<file path="src/rtl/sysclk_pkg.sv">
package sysclk_pkg;
   // positions of the raw wake inputs inside the synchronized vector
   localparam int WK_P0   = 0;
   localparam int WK_P1   = 1;
   localparam int WK_CEN  = 2;
   localparam int WK_COUT = 3;
   localparam int WK_T3   = 4;
   localparam int WK_N    = 5;

   typedef enum logic { SEL_CTRL = 1'b0, SEL_TRIM = 1'b1 } reg_sel_e;
endpackage

</file>
<file path="src/rtl/sysclk_sync.sv">
module sysclk_sync #(
   parameter int WIDTH  = 5,
   parameter int STAGES = 2
) (
   input  logic             clk,
   input  logic             rst_n,
   input  logic [WIDTH-1:0] d_async,
   output logic [WIDTH-1:0] q_sync
);
   if (STAGES < 2) begin : g_bad_stages
      $error("sysclk_sync: STAGES must be at least 2");
   end
   if (WIDTH < 1) begin : g_bad_width
      $error("sysclk_sync: WIDTH must be positive");
   end

   logic [WIDTH-1:0] pipe [STAGES];

   always_ff @(posedge clk or negedge rst_n) begin
      if (!rst_n) pipe[0] <= '0;
      else        pipe[0] <= d_async;
   end

   for (genvar i = 1; i < STAGES; i++) begin : g_stage
      always_ff @(posedge clk or negedge rst_n) begin
         if (!rst_n) pipe[i] <= '0;
         else        pipe[i] <= pipe[i-1];
      end
   end

   assign q_sync = pipe[STAGES-1];
endmodule

</file>
<file path="src/rtl/sysclk_wake.sv">
module sysclk_wake
   import sysclk_pkg::*;
#(
   parameter int SYNC_STAGES = 2
) (
   input  logic            clk,
   input  logic            rst_n,
   input  logic [WK_N-1:0] raw,
   output logic            wake
);
   logic [WK_N-1:0] s;

   sysclk_sync #(.WIDTH(WK_N), .STAGES(SYNC_STAGES)) u_sync (
      .clk     (clk),
      .rst_n   (rst_n),
      .d_async (raw),
      .q_sync  (s)
   );

   // comparator wakes only when enabled and its output is low
   logic cmp_wake;
   assign cmp_wake = s[WK_CEN] & ~s[WK_COUT];
   assign wake     = s[WK_P0] | s[WK_P1] | s[WK_T3] | cmp_wake;
endmodule

</file>
<file path="src/rtl/sysclk_div.sv">
module sysclk_div #(
   parameter int SEL_W = 2
) (
   input  logic             clk,
   input  logic             rst_n,
   input  logic             run,
   input  logic [SEL_W-1:0] sel,
   output logic             en_o
);
   localparam int CNT_W = (1 << SEL_W) - 1;
   localparam logic [SEL_W-1:0] SEL_SLOW = {SEL_W{1'b1}};

   if (SEL_W < 1 || SEL_W > 3) begin : g_bad_sel
      $error("sysclk_div: SEL_W must be 1..3");
   end

   logic [SEL_W-1:0] act;
   logic [CNT_W-1:0] cnt;
   logic [CNT_W-1:0] term;

   assign term = (CNT_W'(1) << act) - CNT_W'(1);

   always_ff @(posedge clk or negedge rst_n) begin
      if (!rst_n) begin
         act <= SEL_SLOW;
         cnt <= '0;
      end else if (!run) begin
         // park at a boundary so restart begins a fresh period
         act <= sel;
         cnt <= '0;
      end else if (cnt == term) begin
         act <= sel;
         cnt <= '0;
      end else begin
         cnt <= cnt + CNT_W'(1);
      end
   end

   assign en_o = run && (cnt == '0);
endmodule

</file>
<file path="src/rtl/sysclk_ctrl.sv">
module sysclk_ctrl
   import sysclk_pkg::*;
#(
   parameter int          DATA_W      = 8,
   parameter int          SEL_W       = 2,
   parameter int          CAL_W       = 7,
   parameter int          SUSP_BIT    = 5,
   parameter int          SYNC_STAGES = 2,
   parameter logic [6:0]  CAL_INIT    = 7'h40
) (
   input  logic              clk,
   input  logic              rst_n,
   input  logic              reg_wr,
   input  logic              reg_sel,
   input  logic [DATA_W-1:0] reg_wdata,
   output logic [DATA_W-1:0] reg_rdata,
   input  logic              wake_p0,
   input  logic              wake_p1,
   input  logic              cmp0_en,
   input  logic              cmp0_out,
   input  logic              tmr3_ovf,
   output logic              sys_en,
   output logic              suspended,
   output logic [CAL_W-1:0]  cal_out
);
   localparam logic [SEL_W-1:0] SEL_RESET = {SEL_W{1'b1}};

   if (CAL_W >= DATA_W) begin : g_bad_cal
      $error("sysclk_ctrl: trim field must leave bit 7 spare");
   end
   if (SUSP_BIT >= DATA_W || SUSP_BIT < SEL_W) begin : g_bad_susp
      $error("sysclk_ctrl: suspend bit overlaps or is out of range");
   end
   if (CAL_W > 7) begin : g_bad_init
      $error("sysclk_ctrl: CAL_INIT is 7 bits wide");
   end

   logic             ctl_wr, trim_wr, wake, run;
   logic [SEL_W-1:0] div_sel;
   logic [CAL_W-1:0] trim;
   logic             susp;

   assign ctl_wr  = reg_wr && (reg_sel == SEL_CTRL);
   assign trim_wr = reg_wr && (reg_sel == SEL_TRIM);

   always_ff @(posedge clk or negedge rst_n) begin
      if (!rst_n) begin
         div_sel <= SEL_RESET;
         trim    <= CAL_INIT[CAL_W-1:0];
      end else begin
         if (ctl_wr)  div_sel <= reg_wdata[SEL_W-1:0];
         if (trim_wr) trim    <= reg_wdata[CAL_W-1:0];
      end
   end

   // set by software, cleared only by a qualified wake
   always_ff @(posedge clk or negedge rst_n) begin
      if (!rst_n)                          susp <= 1'b0;
      else if (ctl_wr && reg_wdata[SUSP_BIT]) susp <= 1'b1;
      else if (susp && wake)               susp <= 1'b0;
   end

   sysclk_wake #(.SYNC_STAGES(SYNC_STAGES)) u_wake (
      .clk   (clk),
      .rst_n (rst_n),
      .raw   ({tmr3_ovf, cmp0_out, cmp0_en, wake_p1, wake_p0}),
      .wake  (wake)
   );

   assign run = ~susp;

   sysclk_div #(.SEL_W(SEL_W)) u_div (
      .clk   (clk),
      .rst_n (rst_n),
      .run   (run),
      .sel   (div_sel),
      .en_o  (sys_en)
   );

   always_comb begin
      reg_rdata = '0;
      if (reg_sel == SEL_TRIM) begin
         reg_rdata[CAL_W-1:0] = trim;
      end else begin
         reg_rdata[SEL_W-1:0] = div_sel;
         reg_rdata[SUSP_BIT]  = susp;
      end
   end

   assign suspended = susp;
   assign cal_out   = trim;

   // a suspend can only start from a control write carrying the bit
   p_susp_from_write_r3: assert property (@(posedge clk) disable iff (!rst_n)
      $rose(suspended) |-> $past(reg_wr && !reg_sel && reg_wdata[SUSP_BIT]));

   // no enable is issued while halted
   p_quiet_when_halted_r4: assert property (@(posedge clk) disable iff (!rst_n)
      suspended |-> !sys_en);

   // leaving suspend needs a synchronized wake one cycle earlier
   p_wake_needed_r5: assert property (@(posedge clk) disable iff (!rst_n)
      $fell(suspended) |-> $past(wake));

   // the divider restarts at a period boundary with an immediate pulse
   p_restart_pulse_r6: assert property (@(posedge clk) disable iff (!rst_n)
      $fell(suspended) |-> sys_en);

   // the trim output only moves after a trim write
   p_trim_hold_r7: assert property (@(posedge clk) disable iff (!rst_n)
      !(reg_wr && reg_sel) |=> $stable(cal_out));
endmodule

</file>
<file path="config.mk">
export PLATFORM = sky130hd
export DESIGN_NAME = sysclk_ctrl
export DESIGN_NICKNAME = d
export VERILOG_FILES = /design/src/rtl/sysclk_pkg.sv /design/src/rtl/sysclk_sync.sv /design/src/rtl/sysclk_wake.sv /design/src/rtl/sysclk_div.sv /design/src/rtl/sysclk_ctrl.sv
export SDC_FILE = /design/constraint.sdc
export NUM_CORES = 1
export LEC_CHECK = 0
export ABC_CLOCK_PERIOD_IN_PS = 2200
export BUFFER_PORTS_ARGS = -buffer_cell sky130_fd_sc_hd__clkbuf_2
export CORE_UTILIZATION = 51
export CTS_BUF_LIST = sky130_fd_sc_hd__clkbuf_4 sky130_fd_sc_hd__clkbuf_8
export DETAILED_ROUTE_END_ITERATION = 16
export PLACE_DENSITY = 0.8
export SYNTH_ARGS = -nofsm -noshare
export SYNTH_HDL_FRONTEND = slang
export SYNTH_HIERARCHICAL = 1
export SYNTH_SLANG_ARGS = --single-unit
</file>
<file path="constraint.sdc">
create_clock -name clk -period 2.2 [get_ports clk]
set_input_delay 0.22 -clock clk [delete_from_list [all_inputs] [get_ports clk]]
set_output_delay 0.22 -clock clk [all_outputs]
set_load 0.02 [all_outputs]
</file>
# == Yosys cells after proc, flatten, opt, wreduce, memory -nomap -nowiden ==
# Cells that the tools add are included.
# word_totals
output_inout_bits,17
regBits,25
# op_classes
n_reduce_logical,8
add_sub_neg,2
eq_ne,1
n_mux,10
shift,1
bitwise_logic,7
# ops
op,count
$mux 3,3
$mux 2,3
$logic_and 1x1->1,5
$mux 1,4
$reduce_bool 2->1,2
$add 3x1->3 const B,1
$eq 3x3->1,1
$logic_not 3->1,1
$not 1->1,3
$or 1x1->1,3
$shl 1x2->3 const A,1
$sub 3x2->3 const B,1
$and 1x1->1,1

# == Depth between registers and ports, before layout ==
# logic_depth
word_depth,6
ltp_mapped,4
depth_no_buf,4

# == Cells and area by module ==
# The synthesis kept the hierarchy.
# by_module_without_submodules
module,area_each_um2,instances,cells_each
sysclk_ctrl,462.9,1,34
sysclk_div,292.8,1,25
sysclk_sync,287.8,1,15
sysclk_wake,18.8,1,3

# == Worst setup path after synthesis ==
# Ideal clock, no wire load.
# synth_path
kind,register to register
start,reg u_div.act[0]
end,reg u_div.act[0]
setup_slack_ns,0.525
setup_time_ns,0.082
n_path_buf,0
stages_incl_launch_ff,5
synth_period_minus_slack_ns,1.675
t_arrival_ns,1.593
cell_sequence,dfstp_2 or4_1 and3_4 a41oi_4 mux2_4
# synth_between
elab_chain_cells,4
# synth_rtl
element,line_no,rtl
start: declaration,sysclk_div.sv:17,logic [SEL_W-1:0] act;
start signal: assignment,sysclk_div.sv:29,act <= sel;
start signal: assignment,sysclk_div.sv:32,act <= sel;
$shl 1x2->3,sysclk_div.sv:21,assign term = (CNT_W'(1) << act) - CNT_W'(1);
$sub 3x2->3,sysclk_div.sv:21,
$eq 3x3->1,sysclk_div.sv:31,end else if (cnt == term) begin
$reduce_bool 2->1 (no source line),n/a,
# Every way passes these cells.
# A chain may end at the register's enable or synchronous reset.

# == Worst setup path in the final report ==
# layout_path
start,reg u_div.cnt[1]
end,reg u_div.act[1]
# layout_between
elab_chain_cells,2
# layout_rtl
element,line_no,rtl
start: declaration,sysclk_div.sv:18,logic [CNT_W-1:0] cnt;
start signal: assignment,sysclk_div.sv:35,cnt <= cnt + CNT_W'(1);
$eq 3x3->1,sysclk_div.sv:31,
$reduce_bool 2->1 (no source line),n/a,
# Every way passes these cells.

==> results.yml <==
cts:
  postCtsSetupBuffers: 0
  clkLatencyLatePin_ns: 0.32
  cts_buffers: 3
  clk_root_buffer_cell: "clkbuf_4"
  tritoncts: "done"
  clock-sinks: 25
  cts.clk_slew.worst_paths_ns: 0.14
  h-tree-depth: 1
  clk_path_buf_depth: 2
critical_path:
  worstReg2RegEnd: "u_div/act[1]"
  worstPathArrival_ns: 2.06
  worstSetupEndpointType: "register"
  critPathKind: "register to register"
  startpoint_type: "register"
  cp_slowest_cell: "or4_1"
  cp_cell_sequence: "or4_1 -> and3_4 -> a41oi_4 -> mux2_4"
  slowest_delay_ns: 0.50
  r2r_slack_ns: 0.41
  r2r_start: "u_div/cnt[1]"
  cp.required_ns: 2.47
  cp_max_fo: 6
  worstRegToRegCells: 4
sta:
  rsz0062_at_grt: "no"
  drv_slew: 0
  min_period_ns: 1.79
  holdWs_ns: 0.109
  setup_viol: 0
  maxSlewHeadroom_pct: 59.8
  skew_ns: 0.00966
  setup_tns_ns: 0
  hold_violations: 0
  max_freq_ghz: 0.560
  worstMarginPinSlew_ns: 0.604
  fin_crit_sh_pct: 81.1
synthesis:
  synth_ff_type: "dfrtp_1"
  netlist_area_mm2: 0.00106
  synth.ff_latch_count: 25
  yosysMostFrequentCell: "dfrtp_1"
  async_reset_ff_share_pct: 100
  ys_warn_count: 6
  synth_area_leaders: "dfrtp_1 47%, dfstp_2 12%, mux2_2 9.5%"
  postSynthCellCount: 77
  synth_nets: 96
  synth_edf_count: 0
  ys_top_cells_by_count: "20 x dfrtp_1, 9 x mux2_2, 7 x buf_4, 5 x dfstp_2, 5 x inv_1"
  synth_top_area_share_pct: 47.1
  ys_seq_area_share_pct: 59.5
  avgSynthCellArea_um2: 13.8
  synth_cell_type_count: 26
  yosysTopAreaCell: "dfrtp_1"
power:
  pwr_density_cell_mw_per_mm2: 974
  p_leak_nw: 0.623
  power_mw: 1.25
  irDropWorstVdd_uv: 661
final_layout:
  final_area_mm2: 0.00129
  fin_nets: 131
  drive_gt1_share_pct: 51.4
  syn2layout_area_growth_pct: 21.1
  n_antenna_cell: 0
  final_cells: 138
place:
  gp_congestion: 0.702
  hpwl_um: 1230
  placed_cells: 128
  place_area_mm2: 0.00120
  portBuffers: 31
hold_path:
  min_from: "reg_wdata[3]"
  holdPathEnd: "cal_out[3]"
  hp-class: "input port to register"
  min_path_cells: 2
floorplan:
  die-width_um: 47.6
  core_region_area_mm2: 0.00196
  dieArea_mm2: 0.00227
  start_util_pct: 54.1
  rows: 16
  io_pins: 34
  chipHeight_um: 47.6
drt:
  final_antenna_net_count: 0
  drc: 0
  drt_iter0_drc: 3
  wl_per_cell_um: 12.4
  drt-total-wl_um: 1710
  viasPerCell: 4.83
  vias: 667
  first_pass_iters: 2
grt:
  grt_pass1_vias: 589
  grt_pass1_wl_um: 2460
  grt_antenna_before_repair: 0
  grt_max_degree: 26
  grt.overflow.total: 0
  grt_usage_pct: 16.6
flow_run:
  max_cap_violations: 0
outcome:
  status: "finished, final reports clean"
[worst max-delay path by stage]
stage	end	cells after the start	slack, ns	startpoint
after floorplan	u_div/act[0]	4	0.52	u_div/act[0]
after global placement	u_div/act[1]	4	0.47	u_div/act[0]
after detailed placement	u_div/act[1]	4	0.44	u_div/act[0]
after CTS	u_div/act[1]	4	0.42	u_div/act[0]
after global routing	u_div/act[1]	4	0.37	u_div/cnt[1]
final	u_div/act[1]	4	0.41	u_div/cnt[1]
[where the power goes]
part           switching, mW  leakage (nW)  internal, mW  total (mW)
sequential            0.0740         0.291         0.556       0.630
combinational          0.208         0.314         0.208       0.416
clock                  0.138        0.0177        0.0682       0.206
[layout by cell type (no fill, tap or decap)]
master	count
nor2_1	4
o21ai_2	1
nor3_1	1
nand2_1	2
clkinv_2	1
conb_1	1
dfrtp_1	20
clkbuf_4	3
nor2b_2	1
or4_1	1
o21ai_1	1
dfstp_2	5
o2bb2ai_1	1
and2_1	4
nand2_4	1
inv_1	5
mux2_4	2
and3_4	1
ha_1	2
nor3_2	1
and3_1	1
o21ai_0	1
xnor2_1	1
mux2_1	2
clkbuf_2	31
dlygate4sd3_1	6
nand3_1	1
mux2_2	9
a41oi_4	1
[cell families (layout without fill, tap and decap cells)]
kind of cell / count (synthesis) / in the layout / share of synthesized area (%)
flops: 25 / 25 / 59.5
simple gates: 18 / 18 / 10.6
mux: 13 / 13 / 14.5
buf+inv: 12 / 46 / 6.71
compound gates: 5 / 5 / 5.18
fa+ha+maj: 2 / 2 / 2.36
other cells: 1 / 1 / 0.353
xor+xnor: 1 / 1 / 0.825
[sequential cells by signal, indices dropped and copies added, names as in the netlist]
signal                count
u_wake/u_sync/pipe        5
u_wake/u_sync/q_sync      5
div_sel                   2
suspended                 1
cal_out                   7
u_div/act                 2
u_div/cnt                 3
[through the flow]
stage               setup WS, ns  util (%)
finish                     0.415      65.6
global route               0.375      65.6
CTS                        0.416      65.1
detailed placement         0.437      61.1
global placement           0.474      61.1
floorplan                  0.525         -
[per-layer routing]
layer	vias up	wire length (um)	GRT usage (%)
met4	0	32	8.33
met2	24	874	28.5
met3	5	84	4.91
met1	321	721	18.7
li1	317	-	-
met5	-	0	0
[critical path: cells and delay by family, from the launching register on]
family             cells  cell delay (ns)
AOI/OAI and AO/OA      1             0.24
DFF                    1             0.45
muxes                  1             0.32
and+or+nand+nor        2             0.71
[layout make-up]
class,count,area [um^2]
Sequential cell,25,632
Multi-Input combinational cell,40,359
Fill cell,171,676
Clock buffer,3,22.5
Inverter,5,18.8
Tap cell,27,33.8
Timing Repair Buffer,37,215
Clock inverter,1,5.00
[what timing repair did]
item                                   CTS  global route
hold buffers                             5             1
resized for setup                        0             0
endpoints found under the hold margin   24             1
setup endpoints to repair                0             0
Power figures use the tool's default switching activity.
